### src/rtl/gpio_edge_pkg.sv
package gpio_edge_pkg;

    localparam int MAX_PINS = 32;

    typedef enum logic [1:0] {
        WIN_MAIN  = 2'd0,
        WIN_CAUSE = 2'd1,
        WIN_SET   = 2'd2,
        WIN_CLR   = 2'd3
    } win_e;

    // main window
    localparam logic [7:0] OFS_RISE_EN = 8'h00;
    localparam logic [7:0] OFS_FALL_EN = 8'h04;
    localparam logic [7:0] OFS_LEVEL   = 8'h08;
    // cause window
    localparam logic [7:0] OFS_PENDING = 8'h00;
    localparam logic [7:0] OFS_EVT_EN  = 8'h14;
    localparam logic [7:0] OFS_ACK     = 8'h18;
    // set / clear windows
    localparam logic [7:0] OFS_DRV_DATA = 8'h00;
    localparam logic [7:0] OFS_DRV_OE   = 8'h04;

endpackage

### src/rtl/gpio_edge_sync.sv
module gpio_edge_sync #(
    parameter int N_PINS = 32
) (
    input  logic              clk,
    input  logic              rst_n,
    input  logic [N_PINS-1:0] pin_i,
    output logic [N_PINS-1:0] level_o,
    output logic [N_PINS-1:0] rise_o,
    output logic [N_PINS-1:0] fall_o
);

    typedef struct packed {
        logic [N_PINS-1:0] meta;
        logic [N_PINS-1:0] stable;
        logic [N_PINS-1:0] prev;
    } sync_t;

    sync_t st_d, st_q;

    always_comb begin
        st_d        = st_q;
        st_d.meta   = pin_i;
        st_d.stable = st_q.meta;
        st_d.prev   = st_q.stable;
    end

    always_ff @(posedge clk or negedge rst_n) begin
        if (!rst_n) st_q <= '0;
        else        st_q <= st_d;
    end

    assign level_o = st_q.stable;
    assign rise_o  = st_q.stable & ~st_q.prev;
    assign fall_o  = ~st_q.stable & st_q.prev;

endmodule

### src/rtl/gpio_edge_cause.sv
module gpio_edge_cause #(
    parameter int N_PINS = 32
) (
    input  logic              clk,
    input  logic              rst_n,
    input  logic [N_PINS-1:0] hit_i,
    input  logic [N_PINS-1:0] ack_i,
    input  logic              en_we_i,
    input  logic [N_PINS-1:0] en_wdata_i,
    output logic [N_PINS-1:0] en_o,
    output logic [N_PINS-1:0] pend_o,
    output logic              irq_o
);

    typedef struct packed {
        logic [N_PINS-1:0] cause;
        logic [N_PINS-1:0] evt_en;
    } cause_t;

    cause_t st_d, st_q;

    always_comb begin
        st_d       = st_q;
        st_d.cause = (st_q.cause & ~ack_i) | hit_i;
        if (en_we_i) st_d.evt_en = en_wdata_i;
    end

    always_ff @(posedge clk or negedge rst_n) begin
        if (!rst_n) st_q <= '0;
        else        st_q <= st_d;
    end

    assign en_o   = st_q.evt_en;
    assign pend_o = st_q.cause & st_q.evt_en;
    assign irq_o  = |pend_o;


    ack_clears_chk: assert property (@(posedge clk) disable iff (!rst_n)
        (ack_i & ~hit_i) != '0 |=> (st_q.cause & $past(ack_i & ~hit_i)) == '0);


    edge_wins_chk: assert property (@(posedge clk) disable iff (!rst_n)
        hit_i != '0 |=> (st_q.cause & $past(hit_i)) == $past(hit_i));


    irq_rise_src_chk: assert property (@(posedge clk) disable iff (!rst_n)
        $rose(irq_o) |-> ($past(hit_i) != '0) || $past(en_we_i));

endmodule

### src/rtl/gpio_edge_outctl.sv
module gpio_edge_outctl #(
    parameter int N_PINS = 32
) (
    input  logic              clk,
    input  logic              rst_n,
    input  logic [N_PINS-1:0] oe_set_i,
    input  logic [N_PINS-1:0] oe_clr_i,
    input  logic [N_PINS-1:0] dat_set_i,
    input  logic [N_PINS-1:0] dat_clr_i,
    output logic [N_PINS-1:0] oe_o,
    output logic [N_PINS-1:0] dat_o
);

    typedef struct packed {
        logic [N_PINS-1:0] oe;
        logic [N_PINS-1:0] dat;
    } drv_t;

    drv_t st_d, st_q;

    always_comb begin
        st_d     = st_q;
        st_d.oe  = (st_q.oe  | oe_set_i)  & ~oe_clr_i;
        st_d.dat = (st_q.dat | dat_set_i) & ~dat_clr_i;
    end

    always_ff @(posedge clk or negedge rst_n) begin
        if (!rst_n) st_q <= '0;
        else        st_q <= st_d;
    end

    assign oe_o  = st_q.oe;
    assign dat_o = st_q.dat;


    oe_set_chk: assert property (@(posedge clk) disable iff (!rst_n)
        oe_set_i != '0 |=> (oe_o & $past(oe_set_i)) == $past(oe_set_i));


    oe_clr_chk: assert property (@(posedge clk) disable iff (!rst_n)
        oe_clr_i != '0 |=> (oe_o & $past(oe_clr_i)) == '0);


    dat_clr_chk: assert property (@(posedge clk) disable iff (!rst_n)
        dat_clr_i != '0 |=> (dat_o & $past(dat_clr_i)) == '0);

endmodule

### src/rtl/gpio_edge_ctrl.sv
module gpio_edge_ctrl
    import gpio_edge_pkg::*;
#(
    parameter int N_PINS = 32
) (
    input  logic              clk,
    input  logic              rst_n,
    input  logic              bus_sel,
    input  logic              bus_wr,
    input  logic [1:0]        bus_win,
    input  logic [7:0]        bus_addr,
    input  logic [31:0]       bus_wdata,
    output logic [31:0]       bus_rdata,
    input  logic [N_PINS-1:0] pin_in,
    output logic [N_PINS-1:0] pin_oe,
    output logic [N_PINS-1:0] pin_out,
    output logic              irq
);

    typedef struct packed {
        logic [N_PINS-1:0] rise_en;
        logic [N_PINS-1:0] fall_en;
    } qual_t;

    qual_t q_d, q_q;

    win_e              win;
    logic              wr_main, wr_cause, wr_set, wr_clr;
    logic [N_PINS-1:0] wdat;
    logic [N_PINS-1:0] level, rise, fall, hit, ack;
    logic [N_PINS-1:0] evt_en, pending;
    logic [N_PINS-1:0] rd_n;

    assign win      = win_e'(bus_win);
    assign wdat     = bus_wdata[N_PINS-1:0];
    assign wr_main  = bus_sel && bus_wr && (win == WIN_MAIN);
    assign wr_cause = bus_sel && bus_wr && (win == WIN_CAUSE);
    assign wr_set   = bus_sel && bus_wr && (win == WIN_SET);
    assign wr_clr   = bus_sel && bus_wr && (win == WIN_CLR);

    gpio_edge_sync #(.N_PINS(N_PINS)) u_sync (
        .clk     (clk),
        .rst_n   (rst_n),
        .pin_i   (pin_in),
        .level_o (level),
        .rise_o  (rise),
        .fall_o  (fall)
    );

    always_comb begin
        q_d = q_q;
        if (wr_main && bus_addr == OFS_RISE_EN) q_d.rise_en = wdat;
        if (wr_main && bus_addr == OFS_FALL_EN) q_d.fall_en = wdat;
    end

    always_ff @(posedge clk or negedge rst_n) begin
        if (!rst_n) q_q <= '0;
        else        q_q <= q_d;
    end

    assign hit = (rise & q_q.rise_en) | (fall & q_q.fall_en);
    assign ack = (wr_cause && bus_addr == OFS_ACK) ? wdat : '0;

    gpio_edge_cause #(.N_PINS(N_PINS)) u_cause (
        .clk        (clk),
        .rst_n      (rst_n),
        .hit_i      (hit),
        .ack_i      (ack),
        .en_we_i    (wr_cause && bus_addr == OFS_EVT_EN),
        .en_wdata_i (wdat),
        .en_o       (evt_en),
        .pend_o     (pending),
        .irq_o      (irq)
    );

    gpio_edge_outctl #(.N_PINS(N_PINS)) u_out (
        .clk       (clk),
        .rst_n     (rst_n),
        .oe_set_i  ((wr_set && bus_addr == OFS_DRV_OE)   ? wdat : '0),
        .oe_clr_i  ((wr_clr && bus_addr == OFS_DRV_OE)   ? wdat : '0),
        .dat_set_i ((wr_set && bus_addr == OFS_DRV_DATA) ? wdat : '0),
        .dat_clr_i ((wr_clr && bus_addr == OFS_DRV_DATA) ? wdat : '0),
        .oe_o      (pin_oe),
        .dat_o     (pin_out)
    );

    always_comb begin
        rd_n = '0;
        if (bus_sel) begin
            unique case (win)
                WIN_MAIN: begin
                    if (bus_addr == OFS_RISE_EN)      rd_n = q_q.rise_en;
                    else if (bus_addr == OFS_FALL_EN) rd_n = q_q.fall_en;
                    else if (bus_addr == OFS_LEVEL)   rd_n = level;
                end
                WIN_CAUSE: begin
                    if (bus_addr == OFS_PENDING)     rd_n = pending;
                    else if (bus_addr == OFS_EVT_EN) rd_n = evt_en;
                end
                default: rd_n = '0;
            endcase
        end
    end

    assign bus_rdata = 32'(rd_n);


    irq_fall_src_chk: assert property (@(posedge clk) disable iff (!rst_n)
        $fell(irq) |-> $past(wr_cause));

endmodule

### config.mk
export PLATFORM = sky130hd
export DESIGN_NAME = gpio_edge_ctrl
export DESIGN_NICKNAME = d
export VERILOG_FILES = /design/src/rtl/gpio_edge_pkg.sv /design/src/rtl/gpio_edge_sync.sv /design/src/rtl/gpio_edge_cause.sv /design/src/rtl/gpio_edge_outctl.sv /design/src/rtl/gpio_edge_ctrl.sv
export SDC_FILE = /design/constraint.sdc
export NUM_CORES = 1
export LEC_CHECK = 0
export ABC_AREA = 1
export CAP_MARGIN = 20
export CORE_ASPECT_RATIO = 0.6
export CORE_MARGIN = 4
export CORE_UTILIZATION = 50
export DETAILED_ROUTE_END_ITERATION = 16
export MAX_ROUTING_LAYER = met4
export PLACE_DENSITY = 0.85
export SLEW_MARGIN = 20
export SYNTH_ARGS = -nofsm -noshare
export SYNTH_HDL_FRONTEND = slang
export SYNTH_SLANG_ARGS = --single-unit
### constraint.sdc
create_clock -name clk -period 2.55 [get_ports clk]
set_input_delay 0.51 -clock clk [delete_from_list [all_inputs] [get_ports clk]]
set_output_delay 0.51 -clock clk [all_outputs]
set_load 0.01 [all_outputs]
======== After elaboration in Yosys (flattened, before gate mapping) ========
Cells that the tools add are included.
Widths: inputs -> output; s select.
word-level totals
  input bits .............................. 78
  ROM bits ................................ 0
  flip-flop bits (word level) ............. 288
  RAM bits ................................ 0
  logic and storage cells ................. 61
  latch bits .............................. 0
  memories ................................ 0
operators by class
  multiplexer cells ....................... 12
  reduce and logical (&&, ||, !) cells .... 16
  divide/modulo/power cells ............... 0
  eq/ne operators ......................... 7
  bitwise gates (word level) .............. 17
  shift-type cells ........................ 0
  $lt $le $gt $ge ......................... 0
  multiply operators ...................... 0
  add/subtract/negate cells ............... 0
operator list
  kind                number
  $mux 32             11
  $and 32x32->32      8
  $not 32->32         5
  $or 32x32->32       4
  $pmux 32 s2         1
  $reduce_or 32->1    1
  $eq 8x5->1 const B  2
  $logic_and 1x1->1   13
  $eq 8x3->1 const B  1
  $eq 8x4->1 const B  1
  $logic_not 8->1     1
  $eq 2x2->1 const B  2
  $eq 2x1->1 const B  1
  $logic_not 2->1     1

======== Logic depth before layout (Yosys ltp) ========
Gate-level depths: netlist (run 1).
  depth after elaboration ................. 7
  gate-level depth with buffers ........... 10
  depth with buffers taken out ............ 9

======== Hierarchy ========
Synthesis (run 1) repeated with hierarchy kept, for this count alone.
unflattened totals
  cells, all modules ...................... 1619
  area total of the unflattened synthesis .. 13541.7 µm²
modules (own cells, without submodules)
  module            sequential area each (µm²)  area each (µm²)  cells each  times used
  gpio_edge_ctrl    1601.5                      5233.8           880         1
  gpio_edge_sync    2402.3                      3123.0           256         1
  gpio_edge_cause   1601.5                      3103.0           291         1
  gpio_edge_outctl  1601.5                      2082.0           192         1

======== Worst setup path after synthesis (run 1) ========
Ideal clock, no wire load.
  path type ............................... input port to output port
  from .................................... input port bus_addr[3]
  to ...................................... output port bus_rdata[11]
  arrival ................................. 1592 ps
  path slack .............................. 448 ps
  path buffers ............................ 2
  cell stages on the path ................. 9
  cells stage by stage .................... buf_4 inv_2 nand2_1 nor2_4 nand2_1 nand2_4 buf_4 nand3_1 a21oi_1
on the way
  longest elaborated chain between the ends .. 6
  elaborated cells on any way between the ends .. 11
  classes of those cells .................. 3 x eq/ne; 7 x mux; 1 x reduce/logical
RTL lines
  what             RTL line              source
  from (decl)      gpio_edge_ctrl.sv:11  input logic [7:0] bus_addr,
  $eq 8x4->1       gpio_edge_ctrl.sv:94  else if (bus_addr == OFS_LEVEL) rd_n = level;
  $mux 32          gpio_edge_ctrl.sv:94
  $mux 32          gpio_edge_ctrl.sv:93  else if (bus_addr == OFS_FALL_EN) rd_n = q_q.fall_en;
  $mux 32          gpio_edge_ctrl.sv:92  if (bus_addr == OFS_RISE_EN) rd_n = q_q.rise_en;
  $pmux 32 s2 (*)  gpio_edge_ctrl.sv:90  unique case (win)
  $mux 32 (*)      gpio_edge_ctrl.sv:89  if (bus_sel) begin
  to (decl)        gpio_edge_ctrl.sv:13  output logic [31:0] bus_rdata,
Mark *: on every way between the ends. The rest lies on a longest branch, timed or not.

======== Worst setup path after layout (run 1) ========
  from .................................... input port bus_addr[2]
  to ...................................... output port bus_rdata[29]
Same word-level chain as after synthesis.

==> results of run 1 <==
power by group:
group | switching [mW] | internal [mW]
Sequential | 0.0665 | 4.67
Combinational | 0.365 | 0.229
Clock | 1.80 | 2.38
Total | 2.23 | 7.28
flip-flops by register name, indices dropped and copies added, names as in the netlist:
signal	cells
q_q	64
u_cause.en_o	32
u_cause.st_q	32
u_out.dat_o	32
u_out.oe_o	32
u_sync.level_o	32
u_sync.st_d	32
u_sync.st_q	32
metal layers:
layer,track usage [%],routed length [µm],up-vias,part of all wire (%)
met5,-,0,-,0
met4,11.1,1580,0,4.0
met3,7.33,4880,139,12
met2,42.4,17000,750,43
met1,40.4,16100,5552,41
li1,-,-,5223,-
worst max-delay path: stages:
cell and delay, ps:
sky130_fd_sc_hd__clkdlybuf4s15_2 210, sky130_fd_sc_hd__buf_4 140, sky130_fd_sc_hd__inv_2 80, sky130_fd_sc_hd__nor2_4 60, sky130_fd_sc_hd__buf_4 130, sky130_fd_sc_hd__buf_4 140
sky130_fd_sc_hd__a21oi_2 140, sky130_fd_sc_hd__nand2_2 80, sky130_fd_sc_hd__nand3_2 70, sky130_fd_sc_hd__nand2_2 60, sky130_fd_sc_hd__a21oi_2 140, sky130_fd_sc_hd__buf_4 150
sky130_fd_sc_hd__buf_6 100
Yosys cell counts:
cell type / count
sky130_fd_sc_hd__nor2_1: 139
sky130_fd_sc_hd__inv_1: 231
sky130_fd_sc_hd__buf_2: 25
sky130_fd_sc_hd__dfrtp_1: 288
sky130_fd_sc_hd__clkbuf_1: 24
sky130_fd_sc_hd__nand3_2: 1
sky130_fd_sc_hd__nor2_2: 3
sky130_fd_sc_hd__nand2_1: 325
sky130_fd_sc_hd__o21ai_0: 110
sky130_fd_sc_hd__o211ai_1: 4
sky130_fd_sc_hd__nand4_1: 4
sky130_fd_sc_hd__inv_2: 4
sky130_fd_sc_hd__buf_6: 2
sky130_fd_sc_hd__nor3_2: 1
sky130_fd_sc_hd__clkinv_1: 2
sky130_fd_sc_hd__o22ai_1: 34
sky130_fd_sc_hd__nand2_2: 4
sky130_fd_sc_hd__nor2_4: 4
sky130_fd_sc_hd__buf_1: 2
sky130_fd_sc_hd__nand2_4: 2
sky130_fd_sc_hd__nor2_8: 1
sky130_fd_sc_hd__a21oi_1: 97
sky130_fd_sc_hd__nand3_1: 159
sky130_fd_sc_hd__o21ai_1: 26
sky130_fd_sc_hd__buf_4: 11
placed cells by master (no fill, tap or decap), drive strengths merged, types with 2 or more instances in the layout:
cell type and count:
nand2 331, nand4 4, buf 125, clkbuf 41
clkdlybuf4s15 2, o22ai 34, nor2 147, clkinv 9
o21ai 136, o211ai 4, inv 236, dfrtp 288
clkdlybuf4s50 130, bufinv 3, dlygate4sd2 2, a21oi 97
nand3 160
final timing paths:
| path | endpoint | slack [ps] | startpoint | cells after the start |
|---|---|---|---|---|
| max | bus_rdata[29] | 40 | bus_addr[2] | 13 |
| max in group asynchronous | u_out.oe_o[13] | 1300 | rst_n | 3 |
| min reg2reg | u_sync.level_o[5] | 350 | u_sync.st_d[37] | 0 |
| min | u_sync.level_o[5] | 350 | u_sync.st_d[37] | 0 |
| min in group asynchronous | u_sync.st_q[5] | 500 | rst_n | 2 |
| max reg2reg | u_cause.st_q[61] | 1670 | u_sync.level_o[29] | 3 |
layout make-up:
type | instances | area (µm²)
sequential | 288 | 7210
multi-input combinational | 914 | 4280
timing repair buffer | 265 | 2610
fill | 1877 | 8150
inverter | 237 | 891
tap | 322 | 403
clock buffer | 37 | 753
clock inverter | 12 | 153
antenna | 1 | 2.50
kinds of logic (layout without fill, tap and decap cells):
logic type / Yosys count / after routing
and+or+nand+nor: 643 / 643
buffers and inverters: 301 / 551
DFF: 288 / 288
AOI/OAI and AO/OA: 271 / 271
other: 0 / 1
metrics by stage:
stage                     area [µm²]  TNS (ps)  worst slack [ps]
after floorplan                12500         0               448
after global placement         15200    -18790              -671
after detailed placement       15200    -19920              -696
after CTS                      16300         0              1.46
after global routing           16300     -21.7             -16.3
final                          16300         0              37.3
what timing repair did:
action | in CTS | in global routing
pin swaps | 20 | 22
resized for setup | 189 | 30
buffers inserted | 11 | 2
endpoints found under the setup margin | 33 | 31
endpoints found under the hold margin | 59 | 0
cloned | 2 | 1
hold buffers | 1 | 0
==> impl_metrics.env, run 1 <==
export IMPL_grt_pass1_wl_um=61700
export IMPL_share_of_the_synthesized_area_in_the_top_cell_type_pct=57.4
export IMPL_fp_coreArea_mm2=0.0244
export IMPL_io_pin_count=175
export IMPL_maxClockFrequency_ghz=0.398
export IMPL_worstMarginPinSlew_ps=537
export IMPL_outcome="completed"
export IMPL_synth_seq_area_share_pct=57.4
export IMPL_post_route_cells_drive_above_1_share_pct=13.3
export IMPL_clkSlewWorstSetupHoldPaths_ps=60
export IMPL_relSlewSlack_pct=64.2
export IMPL_grt_pass1_vias=11500
export IMPL_syn2layout_area_growth_pct=29.8
export IMPL_synth_cells=1503
export IMPL_hp_class="register to register"
export IMPL_maxCapViolations=0
export IMPL_synth_fa_ha_area_share_pct=0
export IMPL_post_synthesis_net_count=1581
export IMPL_finalNetCount=1811
export IMPL_cts_htree_levels=1
export IMPL_post_synth_instance_area_mm2=0.0125
export IMPL_dieWidth_um=213
export IMPL_portBuffers=174
export IMPL_cts_tree="done"
export IMPL_core_rowCount=44
export IMPL_dr_total_vias=11700
export IMPL_synth_top_family_by_area="simple AND/OR/NAND/NOR gates"
export IMPL_die_area_mm2=0.0278
export IMPL_power_ir_vdd_worst_mv=0.419
export IMPL_end_kind="output pin"
export IMPL_cts_made_buffers=27
export IMPL_drt_total_wl_um=39600
export IMPL_final_period_utilization_pct=98.5
export IMPL_netlist_top_cells_area="sky130_fd_sc_hd__dfrtp_1 57%, sky130_fd_sc_hd__nand2_1 9.7%, sky130_fd_sc_hd__inv_1 6.9%"
export IMPL_simple_gate_portion_of_the_synthesized_area_pct=21.6
export IMPL_design_power_total_mw=9.51
export IMPL_drt_iter0_markers=1421
export IMPL_detailed_placement_wirelength_estimate_um=26700
export IMPL_timing_setup_critical_path_class="input pin to output pin"
export IMPL_final_setup_viol_count=0
export IMPL_floorplan_die_height_um=131
export IMPL_area_leader_netlist="sky130_fd_sc_hd__dfrtp_1"
export IMPL_gp_routability_congestion=0.895
export IMPL_crit_path_start_kind="input pin"
export IMPL_cts_buffer_depth=3
export IMPL_grt_remaining_overflow=0
export IMPL_setup_repair_after_global_routing_missed_its_margin="true"
export IMPL_final_setup_skew_ps=20.9
export IMPL_wl_per_cell_um=19.1
export IMPL_ys_ff_latch=288
export IMPL_synthesis_area_per_instance_um2=8.35
export IMPL_final_cells=2076
export IMPL_synth_compound_area_share_pct=11.2
export IMPL_detail_route_vias_per_cell=5.62
export IMPL_groute_usage_overall_pct=29.3
export IMPL_worst_skew_pair_later_pin_latency_ps=570
export IMPL_fin_worst_hold_slack_ps=346
export IMPL_yosysUniqueCellTypes=25
export IMPL_grt_antenna_before_repair=1
export IMPL_floorplan_initialDensity_pct=51.3
export IMPL_remaining_drc_errors=0
export IMPL_yosys_mux_area_fraction_pct=0
export IMPL_cts_root_buffer="sky130_fd_sc_hd__clkbuf_16"
export IMPL_clock_sinks=288
export IMPL_number_of_detailed_routing_iterations_run_before_antenna_repair=5
export IMPL_yosys_area_share_xor_xnor_pct=0
export IMPL_grt_start_max_net_pins=64
export IMPL_critPathRequiredTime_ps=2040
export IMPL_power_density_cell_area_mw_per_mm2=584
export IMPL_synth_warning_count=0
export IMPL_layout_min_cycle_time_ps=2510
export IMPL_max_transition_viols_final=0
export IMPL_timing_critical_path_arrival_ps=2000
export IMPL_worst_path_max_fanout=4
export IMPL_drt_antenna_violating_nets=0
export IMPL_final_hold_fails=0
export IMPL_cellLeakagePower_nw=7.86
export IMPL_placedCellCount=2012
export IMPL_fin_util_pct=66.6
(Power assumes the default switching activity.)
==> run 2: changes to the inputs <==
--- a/config.mk
+++ b/config.mk
@@ -6,7 +6,7 @@
 export NUM_CORES = 1
 export LEC_CHECK = 0
 export ABC_AREA = 1
-export CAP_MARGIN = 20
+export CAP_MARGIN = 30
 export CORE_ASPECT_RATIO = 0.6
 export CORE_MARGIN = 4
 export CORE_UTILIZATION = 50
==> constraint.sdc (replaced) <==
create_clock -name clk -period 2.55 [get_ports clk]
set_input_delay 0.51 -clock clk [delete_from_list [all_inputs] [get_ports clk]]
set_output_delay 0.51 -clock clk [all_outputs]
set_load 0.1 [all_outputs]
==> run 2 against run 1 <==
Net effect:
- the flow now finishes with violations (negative setup slack)
- critical path depth unchanged
- flip-flop and latch count unchanged
- register-to-register slack worse by 50 ps
- final cell count up 0.48%
- worst setup slack worse by 70 ps
- die area unchanged
- non-clock buffer count up 11
- total power up 1.5%
- routed wire length up 6.1%
- critical path type unchanged
==> impl_metrics.env, run 2 (synthesis gave the netlist of run 1 again) <==
export IMPL_outcome="finished, violations left"
export IMPL_violations="negative setup slack"
export IMPL_cts_root_buffer="sky130_fd_sc_hd__clkbuf_16"
export IMPL_detailed_placement_wirelength_estimate_um=27000
export IMPL_io_pin_count=175
export IMPL_groute_usage_overall_pct=30.2
export IMPL_remaining_drc_errors=0
export IMPL_total_internal_power_mw=7.32
export IMPL_r2r_slack_ps=1620
export IMPL_fillerInstances=1638
export IMPL_final_setup_skew_ps=25.5
export IMPL_fp_coreArea_mm2=0.0244
export IMPL_maxCapViolations=0
export IMPL_layout_min_cycle_time_ps=2580
export IMPL_clock_sinks=288
export IMPL_layout_cells_most_common="sky130_fd_sc_hd__nand2_1"
export IMPL_portBuffers=174
export IMPL_crit_path_start_kind="input pin"
export IMPL_drt_antenna_violating_nets=0
export IMPL_final_setup_viol_count=7
export IMPL_setup_repair_after_global_routing_missed_its_margin="true"
export IMPL_grt_start_max_net_pins=64
export IMPL_number_of_detailed_routing_iterations_run_before_antenna_repair=6
export IMPL_largest_register_ff_count=64
export IMPL_power_density_cell_area_mw_per_mm2=554
export IMPL_cellLeakagePower_nw=8.15
export IMPL_setup_slack_ps=-32.7
export IMPL_largest_register="q_q"
export IMPL_grt_antenna_before_repair=0
export IMPL_dieWidth_um=213
export IMPL_power_share_switching_pct=24.2
export IMPL_share_of_total_power_in_sequential_cells_pct=49.1
export IMPL_clock_power_share_pct=43.5
export IMPL_critPathRequiredTime_ps=2040
export IMPL_power_switching_mw=2.33
export IMPL_timing_critical_path_arrival_ps=2070
export IMPL_gp_routability_congestion=0.952
export IMPL_worst_path_max_fanout=6
export IMPL_drt_iter0_markers=1539
export IMPL_syn2layout_area_growth_pct=39.0
export IMPL_core_rowCount=44
export IMPL_most_frequent_cells_in_the_layout="310 x sky130_fd_sc_hd__nand2_1, 288 x sky130_fd_sc_hd__dfrtp_1, 230 x sky130_fd_sc_hd__inv_1, 127 x sky130_fd_sc_hd__nand3_1, 125 x sky130_fd_sc_hd__nor2_1"
export IMPL_clkSlewWorstSetupHoldPaths_ps=70
export IMPL_cts_htree_levels=1
export IMPL_wl_per_cell_um=20.1
export IMPL_drt_total_wl_um=42000
export IMPL_worst_skew_pair_later_pin_latency_ps=560
export IMPL_relSlewSlack_pct=64.7
export IMPL_hp_class="register to register"
export IMPL_floorplan_initialDensity_pct=51.3
export IMPL_final_period_utilization_pct=101
export IMPL_maxClockFrequency_ghz=0.387
export IMPL_die_area_mm2=0.0278
export IMPL_post_route_cells_drive_above_1_share_pct=21.5
export IMPL_worstMarginPinSlew_ps=530
export IMPL_floorplan_die_height_um=131
export IMPL_finalNetCount=1822
export IMPL_timing_setup_critical_path_class="input pin to output pin"
export IMPL_cts_made_buffers=27
export IMPL_final_hold_fails=0
export IMPL_antennaDiodeCount=0
export IMPL_power_ir_vdd_worst_mv=0.417
export IMPL_design_power_total_mw=9.66
export IMPL_max_transition_viols_final=0
export IMPL_grt_remaining_overflow=0
export IMPL_grt_pass1_wl_um=63200
export IMPL_fin_util_pct=71.3
export IMPL_cts_buffer_depth=3
export IMPL_cts_tree="done"
export IMPL_end_kind="output pin"
export IMPL_detail_route_vias_per_cell=5.69
export IMPL_dr_total_vias=11900
export IMPL_combPwrFrac_pct=7.4
export IMPL_grt_pass1_vias=11600
-- run 2: changes by cell type in the layout (fill, tap and decap cells not counted), sizes merged, moves of 2 or more --
cell,before,now
buf,125,203
clkdlybuf4s15,2,0
clkdlybuf4s50,130,66
clkinv,9,6
clkinvlp,1,3
-- run 2: what timing repair did --
action / 4_1_cts / 5_1_grt
gates resized for setup: 88 / 82
pin swaps: 47 / 41
hold endpoints to repair: 57 / 0
buffers inserted: 13 / 6
hold buffers: 1 / 0
endpoints found under the setup margin: 32 / 33
gates cloned: 4 / 2
-- run 2: worst max-delay path: stages --
cell	delay, ps
sky130_fd_sc_hd__buf_8	100
sky130_fd_sc_hd__nor2_4	120
sky130_fd_sc_hd__nand2_4	90
sky130_fd_sc_hd__buf_6	130
sky130_fd_sc_hd__nor2_4	180
sky130_fd_sc_hd__inv_4	80
sky130_fd_sc_hd__nand2_8	90
sky130_fd_sc_hd__buf_12	110
sky130_fd_sc_hd__buf_12	120
sky130_fd_sc_hd__nand3_2	70
sky130_fd_sc_hd__a21oi_2	150
sky130_fd_sc_hd__buf_4	150
sky130_fd_sc_hd__buf_12	170
-- run 2: path summary, 6_finish.rpt --
check                                   from                  to  cells past startpoint
setup reg to reg           u_sync.level_o[0]    u_cause.st_q[32]                      3
setup / recovery                 bus_addr[4]       bus_rdata[29]                     13
min in group asynchronous              rst_n     u_sync.st_d[37]                      2
hold reg to reg              u_sync.st_d[54]  u_sync.level_o[22]                      0
hold / removal               u_sync.st_d[54]  u_sync.level_o[22]                      0
max in group asynchronous              rst_n       u_out.oe_o[6]                      3
-- run 2: cell type report --
class                      count  area [µm²]  share of cell area [%]
clock buffer                  40         815                    4.67
clock inverter                 9         106                   0.610
inverter                     237         892                    5.12
multi-input combinational    914        4860                    27.9
sequential                   288        7210                    41.3
tap                          322         403                    2.31
timing repair buffer         276        3160                    18.1
-- run 2: power groups by stage --
stage                     Combinational, mW  Sequential, mW  Clock (mW)
after floorplan                       0.217            4.86           0
after global placement                0.654            4.81           0
after detailed placement              0.670            4.82           0
after CTS                             0.687            4.73        4.21
after global routing                  0.767            4.75        4.42
final                                 0.718            4.74        4.20
-- run 2: through the flow --
step	setup TNS, ps	setup slack [ps]	hold slack, ps	instance area, µm²	cells
2_1_floorplan	-2420	-228	214	12800	1503
3_3_place_gp	-9190	-315	333	15600	2012
3_5_place_dp	-10750	-351	335	15600	2012
4_1_cts	-11.3	-10.3	333	17000	2079
5_1_grt	-774	-66.1	340	17400	2086
6_report	-96.4	-32.7	327	17400	2086
-- run 2: per-layer routing --
| metal | global-route usage (%) | vias up | wire length, µm |
|---|---|---|---|
| met2 | 44.1 | 794 | 18600 |
| met5 | - | - | 0 |
| met3 | 8.57 | 119 | 5280 |
| met4 | 8.86 | 0 | 1340 |
| met1 | 41.8 | 5714 | 16700 |
| li1 | - | 5236 | - |
